## src/rtl/sqw_pkg.sv

```systemverilog
package sqw_pkg;

  typedef enum logic [1:0] {
    RATE_SLOW    = 2'b00,
    RATE_EIGHTH  = 2'b01,
    RATE_QUARTER = 2'b10,
    RATE_FULL    = 2'b11
  } rate_e;

  // Picks one of the candidate levels according to the rate code.
  function automatic logic pick_level(input rate_e rate, input logic full,
                                      input logic quarter, input logic eighth,
                                      input logic slow);
    case (rate)
      RATE_FULL:    pick_level = full;
      RATE_QUARTER: pick_level = quarter;
      RATE_EIGHTH:  pick_level = eighth;
      default:      pick_level = slow;
    endcase
  endfunction

  // Next prescaler value: a clear wins, a stop holds, otherwise count up.
  function automatic logic [31:0] next_count(input logic [31:0] cur, input logic clr,
                                             input logic hold);
    if (clr)       next_count = '0;
    else if (hold) next_count = cur;
    else           next_count = cur + 32'd1;
  endfunction

endpackage

```

## src/rtl/sqw_prescaler.sv

```systemverilog
module sqw_prescaler #(
  parameter int DIV_W = 15
) (
  input  logic             clk,
  input  logic             rst_n,
  input  logic             clr,
  input  logic             hold,
  output logic [DIV_W-1:0] count
);
  import sqw_pkg::*;

  logic [31:0] nxt_w;

  always_comb nxt_w = next_count(32'(count), clr, hold);

  always_ff @(posedge clk or negedge rst_n) begin
    if (!rst_n) count <= '0;
    else        count <= nxt_w[DIV_W-1:0];
  end
endmodule

```

## src/rtl/sqw_tap_sel.sv

```systemverilog
module sqw_tap_sel #(
  parameter int         DIV_W    = 15,
  parameter int         TAP_QTR  = 1,
  parameter int         TAP_8TH  = 2,
  parameter int         TAP_SLOW = 14,
  parameter logic [1:0] RST_SEL  = 2'b11
) (
  input  logic             clk,
  input  logic             rst_n,
  input  logic [1:0]       rate_sel,
  input  logic             osc_stop,
  input  logic [DIV_W-1:0] count,
  output logic [1:0]       sel_q,
  output logic             off_q,
  output logic             wave
);
  import sqw_pkg::*;

  logic tap_qtr, tap_8th, tap_slow;

  always_ff @(posedge clk or negedge rst_n) begin
    if (!rst_n) begin
      sel_q <= RST_SEL;
      off_q <= 1'b0;
    end else begin
      sel_q <= rate_sel;
      off_q <= osc_stop;
    end
  end

  always_comb begin
    tap_qtr  = count[TAP_QTR];
    tap_8th  = count[TAP_8TH];
    tap_slow = count[TAP_SLOW];
    if (off_q) wave = 1'b1;
    else       wave = pick_level(rate_e'(sel_q), clk, tap_qtr, tap_8th, tap_slow);
  end
endmodule

```

## src/rtl/sqw_pin_mux.sv

```systemverilog
module sqw_pin_mux (
  input  logic irq_mode,
  input  logic irq_n,
  input  logic wave,
  output logic pin
);
  always_comb pin = irq_mode ? irq_n : wave;
endmodule

```

## src/rtl/sqw_fout_gen.sv

```systemverilog
module sqw_fout_gen #(
  parameter int         DIV_W    = 15,
  parameter int         TAP_QTR  = 1,
  parameter int         TAP_8TH  = 2,
  parameter int         TAP_SLOW = DIV_W - 1,
  parameter logic [1:0] RST_SEL  = 2'b11
) (
  input  logic       clk,
  input  logic       rst_n,
  input  logic       osc_stop,
  input  logic [1:0] rate_sel,
  input  logic       time_wr,
  input  logic       pin_irq_mode,
  input  logic       irq_lvl_n,
  output logic       wave_out,
  output logic       pin_out
);
  // Internal events brought out by name for the checker.
  logic [DIV_W-1:0] pre_cnt;
  logic [1:0]       sel_q;
  logic             off_q;

  sqw_prescaler #(.DIV_W(DIV_W)) u_pre (
    .clk   (clk),
    .rst_n (rst_n),
    .clr   (time_wr),
    .hold  (osc_stop),
    .count (pre_cnt)
  );

  sqw_tap_sel #(
    .DIV_W(DIV_W), .TAP_QTR(TAP_QTR), .TAP_8TH(TAP_8TH),
    .TAP_SLOW(TAP_SLOW), .RST_SEL(RST_SEL)
  ) u_tap (
    .clk      (clk),
    .rst_n    (rst_n),
    .rate_sel (rate_sel),
    .osc_stop (osc_stop),
    .count    (pre_cnt),
    .sel_q    (sel_q),
    .off_q    (off_q),
    .wave     (wave_out)
  );

  sqw_pin_mux u_pin (
    .irq_mode (pin_irq_mode),
    .irq_n    (irq_lvl_n),
    .wave     (wave_out),
    .pin      (pin_out)
  );
endmodule

```

## config.mk

```make
export PLATFORM = sky130hd
export DESIGN_NAME = sqw_fout_gen
export DESIGN_NICKNAME = d
export VERILOG_FILES = /design/src/rtl/sqw_pkg.sv /design/src/rtl/sqw_prescaler.sv /design/src/rtl/sqw_tap_sel.sv /design/src/rtl/sqw_pin_mux.sv /design/src/rtl/sqw_fout_gen.sv
export SDC_FILE = /design/constraint.sdc
export NUM_CORES = 1
export LEC_CHECK = 0
export ABC_CLOCK_PERIOD_IN_PS = 3300
export BUFFER_PORTS_ARGS = -buffer_cell sky130_fd_sc_hd__buf_2
export CAP_MARGIN = 20
export CORE_MARGIN = 4
export CORE_UTILIZATION = 35
export DETAILED_ROUTE_END_ITERATION = 8
export GPL_TIMING_DRIVEN = 0
export PLACE_DENSITY = 0.54
export REMOVE_ABC_BUFFERS = 1
export SYNTH_ARGS = -nofsm -noshare
export SYNTH_HDL_FRONTEND = slang
export SYNTH_SLANG_ARGS = --single-unit
```

## constraint.sdc

```tcl
create_clock -name clk -period 3.3 [get_ports clk]
set_input_delay 0.66 -clock clk [delete_from_list [all_inputs] [get_ports clk]]
set_output_delay 0.66 -clock clk [all_outputs]
set_load 0.01 [all_outputs]
```

# --- Word-level counts from Yosys, hierarchy flattened ---
# Index checks and enable logic that the tools add are counted.
# W data, S select, Z words.
word_totals:
  register_bits: 18
  in_bits: 8
  wordCells: 13
classes:
  n_addsub: 1
  n_eq_ne: 4
  mux: 5
ops:
  columns: ["cell", "n"]
  rows:
  - ["$mux W15", 2]
  - ["$add A15 B1 Y15 const B", 1]
  - ["$eq A2 B2 Y1 const B", 2]
  - ["$pmux W1 S3", 1]
  - ["$eq A2 B1 Y1 const B", 1]
  - ["$mux W1", 2]
  - ["$ne A2 B1 Y1 const B", 1]

# --- Longest topological paths before layout ---
depth:
  word_depth: 4
  depth_mapped: 5
  mapped_depth_nobuf: 5

# --- Modules after synthesis ---
# Synthesis repeated with hierarchy kept, for this count alone.
hier_totals:
  cells_unflattened: 82
  area_unflattened_um2: 903.4
modules_own_cells:
  columns: ["module", "instances", "cells_per_inst", "area_per_inst_um2"]
  rows:
  - ["sqw_prescaler", 1, 76, 782.0]
  - ["sqw_tap_sel", 1, 5, 106.4]
  - ["sqw_pin_mux", 1, 1, 15.0]

==> reports/results.ini <==
[status]
status=finished, violations left
violations=setup timing

[clocking]
cts.reportedPaths.clkPinSlew_ps=110
post_cts_buffers=0
cts_tree=built
insertion_delay_ps=400
holdBufCountCts=0

[cells_and_area]
seq_area_um2=452.9
utilization=0.4590
areaGrowthSynthToFinish_pct=20.84
fin_area_um2=1045
multiInputGateArea_um2=402.9
antennaDiodeCount=0
fillerInstances=212
drive_gt1_frac=0.2347
nets=107

[timing]
drv_slew=0
hold_viol_final=0
rsz0062_at_grt=true
worstMarginPinSlew_ps=400.5
tns_ps=-366.7
worst_slack_ps=-302.8
slew_headroom=0.7330
finalSetupViolations=2
finClkSkew_ps=7.150

[global_routing]
antenna_found_initial=0
track_usage=0.1085
overflow=0
grt_pass1_vias=674
grt_first_pass_wirelength_um=2711
grt_max_degree=19

[detailed_routing]
viasPerCell=5.159
drt_first_pass_iters=3
vias=650
wl_um=1581
ant_nets=0
drc=0
post_drt_wl_per_cell_um=12.55
first_iter_violations=13

[logic_synthesis]
synthTopCellsByArea=dfrtp_1 46%, xnor2_1 7.1%, dfstp_2 6.1%
synth_area_um2=864.6
ys_seq_area_frac=0.5239
syn_avg_cell_area_um2=10.67
yosys_warnings=0
synth_top_area_cell=dfrtp_1
netlist_instances=81
synth_compound_area_frac=0.05644
synthXorXnorAreaFrac=0.1013
synthDistinctLibCells=28
synth_fa_ha_area_frac=0.01447
synth_top_area_share=0.4631
synth-seq-cells=18
yosys.area_share.simple=0.2359
synthMuxAreaShare=0.05065
synth_top_family_by_area=simple AND/OR/NAND/NOR gates

[hold_path]
min_path_type=input port to async pin

[worst_setup_path]
worstPathArrival_ps=2940
worst-path-max-fanout=2
r2r-end=u_pre.count[12]$_DFFE_PN0P_
cp-startpoint=clk
endpoint_kind=primary output
critPathLaunchType=clock port
ff2ff_path_depth=5
crit_required_ps=2640
r2r_setup_slack_ps=1440
path_class=clock port to primary output
reg2reg_from=u_pre.count[1]$_DFFE_PN0P_

[placement]
pre_cts_ws_ps=-100.4
gp_congestion=0.7175
port_buffers=9
place_hpwl_um=1098
dpl_cell_area_um2=940.9

[floorplanning]
initial_utilization=0.3799
die_w_um=57.70
num_rows=17
die_height_um=57.70
io_pins=10
core_um2=2276
die_area_um2=3329

[pwr]
p_leak_nw=0.4299
vdd_ir_drop_max_mv=0.3602
p_total_mw=0.4743
power_density_nw_per_um2=454.0

[job]
cap_violations=0

[repair_timing]
item | in CTS | in global routing
pin swaps | 1 | 1
gates resized for setup | 6 | 2
endpoints found under the setup margin | 2 | 2
[report_power, final]
group / internal, mW / leakage [nW] / total, mW / switching, mW
combinational: 0.00665 / 0.112 / 0.0191 / 0.0124
clock: 0.139 / 0.0768 / 0.226 / 0.0870
sequential: 0.226 / 0.241 / 0.230 / 0.00372
total: 0.371 / 0.430 / 0.474 / 0.103
[worst max-delay path by stage]
stage | end | slack [ps] | depth (start not counted)
after global placement | pin_out | -100 | 4
after CTS | pin_out | -350 | 6
after global routing | pin_out | -340 | 6
final | pin_out | -300 | 6
after detailed placement | pin_out | -100 | 4
after floorplan | pin_out | -50 | 3
[cell type report]
class	instances	share of cell area
Tap cell	28	0.03353
Inverter	3	0.01078
Timing Repair Buffer	7	0.03353
Multi-Input combinational cell	59	0.3856
Clock buffer	11	0.1030
Sequential cell	18	0.4335
[cells in the mapped netlist]
library cell and number:
mux2_2 1, a21oi_1 4, nor2b_1 4, or3_1 2, ha_1 1, nor2_1 12, dfrtp_1 16, or4b_1 1
mux4_2 1, inv_1 3, mux2i_1 1, or3_4 1, o41ai_1 1, or2_2 1, and3_1 1, nand2_1 2
nand4_1 2, xnor2_1 7, o21ai_0 1, nand3b_1 1, nand3_1 5, dfstp_2 2, nor4_1 3, o31ai_1 2
clkbuf_1 1, or4_1 1, xor2_1 3, nor4b_1 1
[layer usage]
| metal | wire (um) | share of wire | vias up | global-route usage |
|---|---|---|---|---|
| met3 | 67 | 0.042 | 2 | 0.06459 |
| met4 | 5 | 0.0032 | 0 | 0.06291 |
| li1 | - | - | 323 | - |
| met1 | 737 | 0.47 | 311 | 0.1245 |
| met2 | 770 | 0.49 | 14 | 0.1548 |
| met5 | 0 | 0 | - | 0 |
[kinds of logic after synthesis]
group                      count (synthesis)
buffers and inverters                      4
adders and majority gates                  1
muxes                                      3
DFF                                       18
xor gates and xnor gates                  10
and+or+nand+nor                           37
AOI/OAI and AO/OA                          8
[registers in the layout (all words and copies together), names as in the netlist]
name,count
u_tap.off_q,1
u_tap.sel_q,2
u_pre.count,15
[cell usage in the layout, fill, tap and decap left out, types with 2 or more instances in the layout]
| cell type | netlist | final |
|---|---|---|
| o31ai_1 | 2 | 2 |
| xor2_1 | 3 | 3 |
| nor2_1 | 12 | 12 |
| buf_8 | 0 | 2 |
| nand2_1 | 2 | 2 |
| dfstp_2 | 2 | 2 |
| buf_6 | 0 | 2 |
| dfrtp_1 | 16 | 16 |
| nand4_1 | 2 | 2 |
| buf_2 | 0 | 7 |
| a21oi_1 | 4 | 4 |
| inv_1 | 3 | 3 |
| nor4_1 | 3 | 3 |
| xnor2_1 | 7 | 7 |
| or3_1 | 2 | 2 |
| nor2b_1 | 4 | 4 |
| nand3_1 | 5 | 5 |
| clkbuf_4 | 0 | 5 |
[through the flow]
stage                     std cells  hold slack [ps]
after floorplan                  80            364.4
after global placement          117            528.3
after CTS                       126            175.6
after detailed placement        117            531.6
final                           126            166.1
after global routing            126            184.2
[worst max-delay path, stage by stage]
cell and delay [ps]:
buf_8 90, mux4_2 450, or2_4 250, buf_8 110, mux2_4 260, buf_6 120
No activity file was read; power rests on OpenSTA's default activity.
